$ cat config.mk
export PLATFORM = sky130hd
export DESIGN_NAME = rx_dest_filter
export DESIGN_NICKNAME = d
export VERILOG_FILES = /design/src/rtl/rx_filter_pkg.sv /design/src/rtl/rx_filter_ctrl.sv /design/src/rtl/rx_filter_dp.sv /design/src/rtl/rx_dest_filter.sv
export SDC_FILE = /design/constraint.sdc
export NUM_CORES = 1
export LEC_CHECK = 0
export CORE_MARGIN = 1.5
export CORE_UTILIZATION = 40
export CTS_BUF_LIST = sky130_fd_sc_hd__clkbuf_4 sky130_fd_sc_hd__clkbuf_8 sky130_fd_sc_hd__clkbuf_16
export DETAILED_ROUTE_END_ITERATION = 8
export MAX_ROUTING_LAYER = met4
export PLACE_DENSITY = 0.68
export SETUP_SLACK_MARGIN = 0.15
export SLEW_MARGIN = 20
export SYNTH_ARGS = -nofsm -noshare
export SYNTH_HDL_FRONTEND = slang
export SYNTH_SLANG_ARGS = --single-unit
$ cat constraint.sdc
create_clock -name clk -period 2.5 [get_ports clk]
set_clock_uncertainty 0.2 [all_clocks]
set_input_delay 0.5 -clock clk [delete_from_list [all_inputs] [get_ports clk]]
set_output_delay 0.5 -clock clk [all_outputs]
set_load 0.02 [all_outputs]
$ cat src/rtl/rx_filter_pkg.sv
package rx_filter_pkg;
  localparam int BYTE_W = 8;

  typedef enum logic [1:0] {
    MODE_OFF    = 2'b00,
    MODE_ALL    = 2'b01,
    MODE_STA_BC = 2'b10,
    MODE_STA_BM = 2'b11
  } acceptMode_e;

  localparam int ST_OK    = 5;
  localparam int ST_END   = 4;
  localparam int ST_SHORT = 3;
  localparam int ST_DRBL  = 2;
  localparam int ST_CRC   = 1;
  localparam int ST_OVER  = 0;

  typedef enum logic [1:0] {
    FS_IDLE,
    FS_ADDR,
    FS_HELD
  } filtState_e;

  typedef struct packed {
    logic takeByte;
    logic firstByte;
    logic decide;
    logic clearAccept;
    logic loadStatus;
  } filtStrobe_t;
endpackage

$ cat src/rtl/rx_filter_ctrl.sv
module rx_filter_ctrl
  import rx_filter_pkg::*;
#(
  parameter int ADDR_BYTES = 6,
  localparam int IDX_W = (ADDR_BYTES > 1) ? $clog2(ADDR_BYTES) : 1
) (
  input  logic             clk,
  input  logic             rstN,
  input  logic             frameStart,
  input  logic             byteValid,
  input  logic             frameEnd,
  input  logic             frameAccept,
  output filtStrobe_t      strobes,
  output logic [IDX_W-1:0] byteIdx
);
  localparam logic [IDX_W-1:0] LAST_IDX = IDX_W'(ADDR_BYTES - 1);

  filtState_e       state, nextState;
  logic [IDX_W-1:0] byteCnt, nextCnt;

  always_comb begin
    strobes   = '0;
    nextState = state;
    nextCnt   = byteCnt;
    byteIdx   = byteCnt;
    if (frameEnd) begin
      if (state == FS_HELD && frameAccept) strobes.loadStatus = 1'b1;
      nextState = FS_IDLE;
    end
    if (byteValid && frameStart) begin
      strobes.takeByte    = 1'b1;
      strobes.firstByte   = 1'b1;
      strobes.clearAccept = 1'b1;
      byteIdx             = '0;
      if (ADDR_BYTES == 1) begin
        strobes.decide = 1'b1;
        nextState      = FS_HELD;
      end else begin
        nextState = FS_ADDR;
        nextCnt   = IDX_W'(1);
      end
    end else if (byteValid && state == FS_ADDR && !frameEnd) begin
      strobes.takeByte = 1'b1;
      if (byteCnt == LAST_IDX) begin
        strobes.decide = 1'b1;
        nextState      = FS_HELD;
        nextCnt        = '0;
      end else begin
        nextCnt = byteCnt + IDX_W'(1);
      end
    end
  end

  always_ff @(posedge clk) begin
    if (!rstN) begin
      state   <= FS_IDLE;
      byteCnt <= '0;
    end else begin
      state   <= nextState;
      byteCnt <= nextCnt;
    end
  end

  AST_NO_DECIDE_ON_PAYLOAD: assert property (@(posedge clk) disable iff (!rstN)
    (state != FS_ADDR) && !frameStart |-> !strobes.decide);
  AST_STATUS_ONLY_HELD: assert property (@(posedge clk) disable iff (!rstN)
    (state != FS_HELD) |-> !strobes.loadStatus);
endmodule

$ cat src/rtl/rx_filter_dp.sv
module rx_filter_dp
  import rx_filter_pkg::*;
#(
  parameter int ADDR_BYTES = 6,
  localparam int IDX_W  = (ADDR_BYTES > 1) ? $clog2(ADDR_BYTES) : 1,
  localparam int CFG_AW = $clog2(ADDR_BYTES + 1)
) (
  input  logic              clk,
  input  logic              rstN,
  input  logic              cfgWrEn,
  input  logic [CFG_AW-1:0] cfgAddr,
  input  logic [BYTE_W-1:0] cfgWrData,
  input  logic [BYTE_W-1:0] byteData,
  input  logic              errCrc,
  input  logic              errDribble,
  input  logic              errShort,
  input  logic              errOverflow,
  input  logic              statusRead,
  input  filtStrobe_t       strobes,
  input  logic [IDX_W-1:0]  byteIdx,
  output logic              decisionValid,
  output logic              frameAccept,
  output logic              statusValid,
  output logic [BYTE_W-1:0] statusByte,
  output logic              irq
);
  logic [BYTE_W-1:0]     staAddr [ADDR_BYTES];
  logic [BYTE_W-1:0]     cmdReg;
  logic [ADDR_BYTES-1:0] eqVec;
  logic                  byteEq, staRun, bcRun, mcFlag;
  logic                  staAll, bcAll, mcAll, acceptNow;
  logic [BYTE_W-1:0]     newStatus;
  acceptMode_e           mode;

  for (genvar g = 0; g < ADDR_BYTES; g++) begin : gStation
    always_ff @(posedge clk) begin
      if (!rstN) staAddr[g] <= '0;
      else if (cfgWrEn && cfgAddr == CFG_AW'(g)) staAddr[g] <= cfgWrData;
    end
    assign eqVec[g] = (byteData == staAddr[g]);
  end

  always_ff @(posedge clk) begin
    if (!rstN) cmdReg <= '0;
    else if (cfgWrEn && cfgAddr == CFG_AW'(ADDR_BYTES)) cmdReg <= cfgWrData;
  end

  assign mode   = acceptMode_e'(cmdReg[7:6]);
  assign byteEq = eqVec[byteIdx];
  assign staAll = (strobes.firstByte ? 1'b1 : staRun) & byteEq;
  assign bcAll  = (strobes.firstByte ? 1'b1 : bcRun) & (&byteData);
  assign mcAll  = strobes.firstByte ? byteData[0] : mcFlag;

  always_comb begin
    unique case (mode)
      MODE_OFF:    acceptNow = 1'b0;
      MODE_ALL:    acceptNow = 1'b1;
      MODE_STA_BC: acceptNow = staAll | bcAll;
      MODE_STA_BM: acceptNow = staAll | bcAll | mcAll;
      default:     acceptNow = 1'b0;
    endcase
  end

  always_ff @(posedge clk) begin
    if (!rstN) begin
      staRun <= 1'b0;
      bcRun  <= 1'b0;
      mcFlag <= 1'b0;
    end else if (strobes.takeByte) begin
      staRun <= staAll;
      bcRun  <= bcAll;
      mcFlag <= mcAll;
    end
  end

  always_ff @(posedge clk) begin
    if (!rstN) begin
      frameAccept   <= 1'b0;
      decisionValid <= 1'b0;
    end else begin
      decisionValid <= strobes.decide;
      if (strobes.decide) frameAccept <= acceptNow;
      else if (strobes.clearAccept) frameAccept <= 1'b0;
    end
  end

  always_comb begin
    newStatus           = '0;
    newStatus[ST_END]   = 1'b1;
    newStatus[ST_SHORT] = errShort;
    newStatus[ST_DRBL]  = errDribble;
    newStatus[ST_CRC]   = errCrc;
    newStatus[ST_OVER]  = errOverflow;
    newStatus[ST_OK]    = !(errShort | errDribble | errCrc | errOverflow);
  end

  always_ff @(posedge clk) begin
    if (!rstN) begin
      statusByte  <= '0;
      statusValid <= 1'b0;
      irq         <= 1'b0;
    end else begin
      statusValid <= strobes.loadStatus;
      if (strobes.loadStatus) statusByte <= newStatus;
      if (strobes.loadStatus && |(newStatus[5:0] & cmdReg[5:0])) irq <= 1'b1;
      else if (statusRead) irq <= 1'b0;
    end
  end

  AST_OFF_REJECTS: assert property (@(posedge clk) disable iff (!rstN)
    strobes.decide && mode == MODE_OFF |=> !frameAccept);
  AST_DECISION_PULSE: assert property (@(posedge clk) disable iff (!rstN)
    decisionValid |=> !decisionValid);
  AST_OK_EXCLUSIVE: assert property (@(posedge clk) disable iff (!rstN)
    statusValid |-> statusByte[ST_END] && !(statusByte[ST_OK] && |statusByte[3:0]) && statusByte[7:6] == 2'b00);
  AST_STATUS_NEEDS_ACCEPT: assert property (@(posedge clk) disable iff (!rstN)
    statusValid |-> $past(frameAccept));
  AST_IRQ_HOLD: assert property (@(posedge clk) disable iff (!rstN)
    irq && !statusRead |=> irq);
  AST_IRQ_SOURCE: assert property (@(posedge clk) disable iff (!rstN)
    $rose(irq) |-> statusValid);
endmodule

$ cat src/rtl/rx_dest_filter.sv
module rx_dest_filter
  import rx_filter_pkg::*;
#(
  parameter int ADDR_BYTES = 6,
  localparam int CFG_AW = $clog2(ADDR_BYTES + 1)
) (
  input  logic              clk,
  input  logic              rstN,
  input  logic              cfgWrEn,
  input  logic [CFG_AW-1:0] cfgAddr,
  input  logic [7:0]        cfgWrData,
  input  logic              frameStart,
  input  logic              byteValid,
  input  logic [7:0]        byteData,
  input  logic              frameEnd,
  input  logic              errCrc,
  input  logic              errDribble,
  input  logic              errShort,
  input  logic              errOverflow,
  input  logic              statusRead,
  output logic              decisionValid,
  output logic              frameAccept,
  output logic              statusValid,
  output logic [7:0]        statusByte,
  output logic              irq
);
  localparam int IDX_W = (ADDR_BYTES > 1) ? $clog2(ADDR_BYTES) : 1;

  filtStrobe_t      strobes;
  logic [IDX_W-1:0] byteIdx;

  rx_filter_ctrl #(.ADDR_BYTES(ADDR_BYTES)) i_ctrl (
    .clk(clk), .rstN(rstN), .frameStart(frameStart), .byteValid(byteValid),
    .frameEnd(frameEnd), .frameAccept(frameAccept), .strobes(strobes), .byteIdx(byteIdx)
  );

  rx_filter_dp #(.ADDR_BYTES(ADDR_BYTES)) i_dp (
    .clk(clk), .rstN(rstN), .cfgWrEn(cfgWrEn), .cfgAddr(cfgAddr), .cfgWrData(cfgWrData),
    .byteData(byteData), .errCrc(errCrc), .errDribble(errDribble), .errShort(errShort),
    .errOverflow(errOverflow), .statusRead(statusRead), .strobes(strobes), .byteIdx(byteIdx),
    .decisionValid(decisionValid), .frameAccept(frameAccept), .statusValid(statusValid),
    .statusByte(statusByte), .irq(irq)
  );
endmodule

==> impl_results.md, run 1 <==
* DIE WIDTH at 97.0 um
* Synth warnings at 0
* Primary FF master, synth: edfxtp_1
* Die area at 9410 sq um
* Hold_ws at 262 ps
* Crit path cell chain: clkdlybuf4s50_1 -> xnor2_1 -> nand4_1 -> or3_1 -> a21o_1 -> o22ai_1
* Post-synthesis adder-cell area fraction at 0%
* Critical Path RT at 2580 ps
* Final setup viols at 0
* VDD IR max at 0.276 mV
* Final min period at 2120 ps
* Worst-path clk slew at 80 ps
* Synth Area in Compound Gates at 6.65%
* Hold Path Stages at 2
* Layout Nets at 412
* CP Launch Type: input pin
* Port buffer count at 39
* Mean post-synth cell area at 10.9 sq um
* Height of the die at 97.0 um
* Setup crit end kind: flop
* Sink Count at 74
* Initial Util at 40.9%
* Slew Limit Fails at 0
* Final Cycle Share at 84.9%
* WL final at 8.07 mm
* RR Endpoint: i_dp.frameAccept
* Cell family with most CP delay: buffers and inverters
* Worst Hold Endpoint: i_dp.cmdReg[5]
* Vias at 2518
* Post-synth EDFFs at 48
* Core Region at 8640 sq um
* Max clock buf depth at 2
* Initial drt markers at 79
* CTS H-tree depth at 3
* Critical path's largest stage delay at 580 ps
* Share of the synthesized area in the top cell type at 40.8%
* Critical path buffers and inverters at 1
* Root buffer cell: clkbuf_8
* Fill count at 783
* Avg WL per Cell at 16.3 um
* Fmax at 471 MHz
* Top cells by area, synth: edfxtp_1 (41%), dfxtp_1 (15%), xnor2_1 (9.2%)
* Worst EP arrival at 2200 ps
* CTS Hold Bufs at 0
* Worst path depth at 6
* Slowest-stage cell, CP: clkdlybuf4s50_1
* Synth Area in XOR/XNOR at 12.1%
* Register bit total from synthesis at 74
* Flop2flop setup slack at 680 ps
* Post-Syn Instances at 323
* I/O pin cnt at 42
* CTS Buf Count at 9
* Max-cap violation count at 0
* Grt total ovfl at 0
* Leak at 1.54 nW
* Pre-Repair DR Iteration Count at 4
* DRC errors left at 0
* Main combinational cell family by area after synthesis: simple AND/OR/NAND/NOR gates
* Post-CTS Setup Repair Bufs at 0
* Critical path peak fanout at 5
* Post-CTS Resized at 0
* TritonCTS clock tree: yes
* Post-synthesis sequential area ratio at 55.5%
* Post-synth top area cell: edfxtp_1
* Detail-routed via count per cell at 5.09
* Global Route Usage Sum at 18.7%
* Final hold violation count at 0
* Reg2Reg Depth at 4
* Hpwl dp at 5.74 mm
* Mux cell area share after synthesis at 1.42%
* WS Path Type: in2reg
* Later-pin clock latency in the skew report at 360 ps
* Min-delay src: i_dp.cmdReg[5]
* Async S/R FF share, synth at 0%
* Status: finished clean
* Diode count at 0
* Simple-Gate Fraction of Synth Area at 21.2%
* Largest net degree at the start of global routing at 20
* # rows at 34
* Min-Delay Path Class: reg2reg
* R2R Path Start: i_ctrl.byteCnt[2]
* Global-route wire length before repair at 12.9 mm
* Via count of the first global-routing pass at 2449
* Total negative setup slack at 0 ps
* Critical path startpoint: byteData[1]
* Share of cells above drive strength 1 at 12.1%
* Yosys cell types at 43
* Layout area overhead at 24.1%
* Synthesized cell area at 3540 sq um
* Initial antenna violation count at 0
* Pwr per Cell Area at 605 nW/um^2
* Antenna Nets Post-Route at 0
* RSZ-0062 raised after global routing: false
* Placer Congestion at 0.822
## state kept, by name, summed over array words and instances, names as in the netlist
| register | cells |
|---|---|
| i_dp.decisionValid | 1 |
| i_dp.staAddr | 48 |
| i_dp.staRun | 1 |
| i_dp.frameAccept | 1 |
| i_dp.statusByte | 6 |
| i_dp.irq | 1 |
| i_dp.mcFlag | 1 |
| i_ctrl.state | 2 |
| i_dp.cmdReg | 8 |
| i_dp.statusValid | 1 |
| i_dp.bcRun | 1 |
| i_ctrl.byteCnt | 3 |
## cell families after synthesis
| family | Yosys count |
|---|---|
| flops | 74 |
| compound gates | 38 |
| buf+inv | 20 |
| mux | 5 |
| xor+xnor | 49 |
| other cells | 1 |
| simple gates | 136 |
## Yosys cell counts (all sizes together) (2+ instances only)
cell type and n:
a21oi 16, and2 50, buf 12, clkbuf 5, dfxtp 26, edfxtp 48, inv 3, mux2i 5
nand2 28, nand2b 4, nand3 5, nand3b 2, nand4 9, nor2 19, nor2b 2, nor3 3
nor4 5, o21ai 7, o22ai 2, o31ai 3, or2 3, xnor2 37, xor2 12
## layout by cell type (no fill, tap or decap), types with 2 or more instances in the layout
cell type         n
and2_1           50
edfxtp_1         48
clkdlybuf4s50_1  39
xnor2_1          37
nand2_1          27
dfxtp_1          26
buf_4            24
nor2_1           19
a21oi_1          16
xor2_1           12
clkbuf_8         10
nand4_1           9
o21ai_0           7
mux2i_1           5
nand3_1           5
nor4_1            5
nand2b_1          4
o31ai_1           3
inv_1             3
or2_2             3
nor2b_1           2
nor3_1            2
nand3b_1          2
o22ai_1           2
conb_1            2
clkinv_4          2
clkbuf_16         2
## worst max-delay path by stage
stage	to	slack, ps
floorplan	i_dp.staAddr[0][0]	540
global placement	i_dp.staRun	20
detailed placement	i_dp.staRun	20
CTS	i_dp.frameAccept	400
global route	i_dp.staRun	310
finish	i_dp.frameAccept	380
## worst min-delay path, stage by stage, from the launching register on
cell and delay (ps):
dfxtp_1 310, nand2_1 50, a21oi_1 50
## layer usage
layer	share of wire (%)	global-route usage, %	vias up
met1	41	22.2	1189
met3	5.8	4.99	25
li1	-	-	1235
met2	50	29.7	69
met4	3.2	9.03	0
met5	0	-	-
## through the flow
| step | utilization, % | std cells | total power (W) | area [sq um] | setup slack (ps) |
|---|---|---|---|---|---|
| detailed placement | 48.3 | 479 | 0.00171 | 4170 | 19.2 |
| CTS | 50.8 | 495 | 0.00268 | 4390 | 397 |
| finish | 50.8 | 495 | 0.00266 | 4390 | 376 |
| global placement | 48.3 | 479 | 0.00171 | 4170 | 23.4 |
| global route | 50.8 | 495 | 0.00275 | 4390 | 314 |
| floorplan | - | 324 | 0.00157 | 3540 | 539 |
## power breakdown
part	switching, W	internal (W)
Sequential	0.0000306	0.00136
Combinational	0.000147	0.000144
Clock	0.000463	0.000511
## area by class of cell
type	instances	area (sq um)	share of cell area (%)
clock inverters	4	28.8	0.656
flip-flops and latches	74	1960	44.7
repair buffers	64	591	13.5
well taps	108	135	3.08
inverters	3	11.3	0.257
clock buffers	12	188	4.28
multi-input cells	230	1470	33.6
(Power assumes the default switching activity.)
==> inputs of run 2 (changes only) <==
- clock period: 2.5 -> 2.2 ns (I/O delays scaled with it)
==> impl_results.md, run 2 (synthesized netlist as in run 1, its figures left out) <==
* WL final at 8.54 mm (was 8.07 mm)
* Later-pin clock latency in the skew report at 350 ps (was 360 ps)
* Antenna Nets Post-Route at 0 (unchanged)
* Max clock buf depth at 2 (unchanged)
* Detail-routed via count per cell at 5.08 (was 5.09)
* Crit path cell chain: clkdlybuf4s50_1 -> buf_4 -> xnor2_1 -> nand4_1 -> nor4_1 -> o22ai_1 -> a31oi_1 (was clkdlybuf4s50_1 -> xnor2_1 -> nand4_1 -> or3_1 -> a21o_1 -> o22ai_1)
* Placed cell areas at 4320 sq um (was 4170 sq um)
* P_sw at 0.000740 W (was 0.000641 W)
* Least-Margin Pin Slew at 802 ps
* Pre-Repair DR Iteration Count at 5 (was 4)
* Final setup viols at 0 (unchanged)
* DRC errors left at 0 (unchanged)
* Placer Congestion at 0.878 (was 0.822)
* Slowest-stage cell, CP: clkdlybuf4s50_1 (unchanged)
* Max reg flops at 48 (unchanged)
* Status: finished clean (unchanged)
* Share of cells above drive strength 1 at 17.2% (was 12.1%)
* Via count of the first global-routing pass at 2618 (was 2449)
* DIE WIDTH at 97.0 um (unchanged)
* CTS H-tree depth at 3 (unchanged)
* Global Route Usage Sum at 19.7% (was 18.7%)
* Sequential power share at 53.3% (was 52.4%)
* Setup crit end kind: flop (unchanged)
* CTS Hold Bufs at 0 (unchanged)
* Final Cell Area at 4540 sq um (was 4390 sq um)
* Core Region at 8640 sq um (unchanged)
* CTS Buf Count at 9 (unchanged)
* Final Cycle Share at 94.4%
* Largest net degree at the start of global routing at 20 (unchanged)
* Relative slew slack at 46.2%
* Commonest non-fill, non-tap cell in the layout: and2_1 (unchanged)
* Initial antenna violation count at 0 (unchanged)
* Top Registers: i_dp.staAddr x48, i_dp.cmdReg x8, i_dp.statusByte x6 (unchanged)
* TritonCTS clock tree: yes (unchanged)
* Leak at 1.63 nW (was 1.54 nW)
* Layout area overhead at 28.3% (was 24.1%)
* Grt total ovfl at 0 (unchanged)
* Diode count at 0 (unchanged)
* Sink Count at 74 (unchanged)
* Final min period at 2080 ps
* Port buffer count at 39 (unchanged)
* Total negative setup slack at 0 ps (unchanged)
* Vias at 2617 (was 2518)
* Worst EP arrival at 2150 ps (was 2200 ps)
* Max-cap violation count at 0 (unchanged)
* Comb power frac at 11.8% (was 11.0%)
* Slew Limit Fails at 0 (unchanged)
* Global-route wire length before repair at 13.7 mm (was 12.9 mm)
* Avg WL per Cell at 16.6 um (was 16.3 um)
* Pwr per Cell Area at 656 nW/um^2 (was 605 nW/um^2)
* RSZ-0062 raised after global routing: true (was false)
* Critical Path RT at 2280 ps (was 2580 ps)
* CP Launch Type: input pin (unchanged)
* Fmax at 481 MHz
* Switch share at 24.9% (was 24.1%)
* Critical path's largest stage delay at 680 ps (was 580 ps)
* Die area at 9410 sq um (unchanged)
* Initial drt markers at 136 (was 79)
* Placed Cells at 499 (was 479)
* Int Power at 0.00224 W (was 0.00201 W)
* Worst-path clk slew at 80 ps (about the same)
* Root buffer cell: clkbuf_8 (unchanged)
* Final hold violation count at 0 (unchanged)
* Post-CTS Resized at 2 (was 0)
* Initial Util at 40.9% (unchanged)
* Fill count at 776 (was 783)
* Commonest non-fill, non-tap cells in the layout: and2_1 (50), edfxtp_1 (48), buf_4 (44) (was and2_1 (50), edfxtp_1 (48), clkdlybuf4s50_1 (39))
* Final worst slack at 122 ps (was 376 ps)
* DP Worst Slack at -412 ps (was 19.2 ps)
* Total Power at 0.00298 W (was 0.00266 W)
* Finished Layout Cells at 515 (was 495)
* Height of the die at 97.0 um (unchanged)
* Layout Nets at 432 (was 412)
* Min-Delay Path Class: reg2reg (unchanged)
* Biggest register: i_dp.staAddr (unchanged)
* VDD IR max at 0.354 mV (was 0.276 mV)
* Critical path peak fanout at 5 (unchanged)
* I/O pin cnt at 42 (unchanged)
* Clk pwr share at 34.8% (was 36.7%)
* WS Path Type: in2reg (unchanged)
* Post-CTS Setup Repair Bufs at 0 (unchanged)
* Hpwl dp at 6.17 mm (was 5.74 mm)
* # rows at 34 (unchanged)
## run 2: area by class of cell
cell class	count	area (sq um)	share of cell area, %
Tap cell	108	135	2.98
Timing Repair Buffer	84	741	16.3
Multi-Input combinational cell	230	1490	32.8
Sequential cell	74	1960	43.2
Inverter	3	11.3	0.248
Clock inverter	5	36.3	0.800
Clock buffer	11	163	3.59
## run 2: power groups by stage
stage | logic, W | registers, W | clock network, W
finish | 0.000352 | 0.00159 | 0.00104
detailed placement | 0.000346 | 0.00162 | 0
CTS | 0.000352 | 0.00159 | 0.00106
global placement | 0.000340 | 0.00162 | 0
floorplan | 0.000187 | 0.00160 | 0
global route | 0.000382 | 0.00159 | 0.00112
## run 2: path summary, 6_finish.rpt
check	start	to	depth (start not counted)	slack, ps
setup / recovery	byteData[6]	i_dp.staRun	7	120
hold / removal	i_dp.cmdReg[0]	i_dp.cmdReg[0]	2	260
setup reg to reg	i_dp.staAddr[4][5]	i_dp.staRun	5	410
hold reg to reg	i_dp.cmdReg[0]	i_dp.cmdReg[0]	2	260
## run 2: through the flow
stage | hold WS [ps] | util, %
2_1_floorplan | 236 | -
3_3_place_gp | 245 | 50.0
3_5_place_dp | 251 | 50.0
4_1_cts | 262 | 52.5
5_1_grt | 281 | 52.5
6_report | 262 | 52.5
## run 2: metal layers
| metal | part of all wire, % | up-vias | global-route usage (%) |
|---|---|---|---|
| met1 | 44 | 1267 | 24.3 |
| met3 | 3.3 | 10 | 3.47 |
| met5 | 0 | - | - |
| met4 | 1.7 | 0 | 8.14 |
| li1 | - | 1276 | - |
| met2 | 51 | 64 | 31.9 |
## run 2: worst max-delay path, delay by kind of cell
family | cells | cell delay [ps]
compound gates | 2 | 310
xor+xnor | 1 | 110
buf+inv | 2 | 890
simple gates | 2 | 390
==> inputs of run 3 (changes only) <==
- CTS_BUF_LIST: sky130_fd_sc_hd__clkbuf_4 sky130_fd_sc_hd__clkbuf_8 sky130_fd_sc_hd__clkbuf_16 -> unset
==> results of run 3 <==
No change in the layout: final DEF, timing and power equal those of run 2.
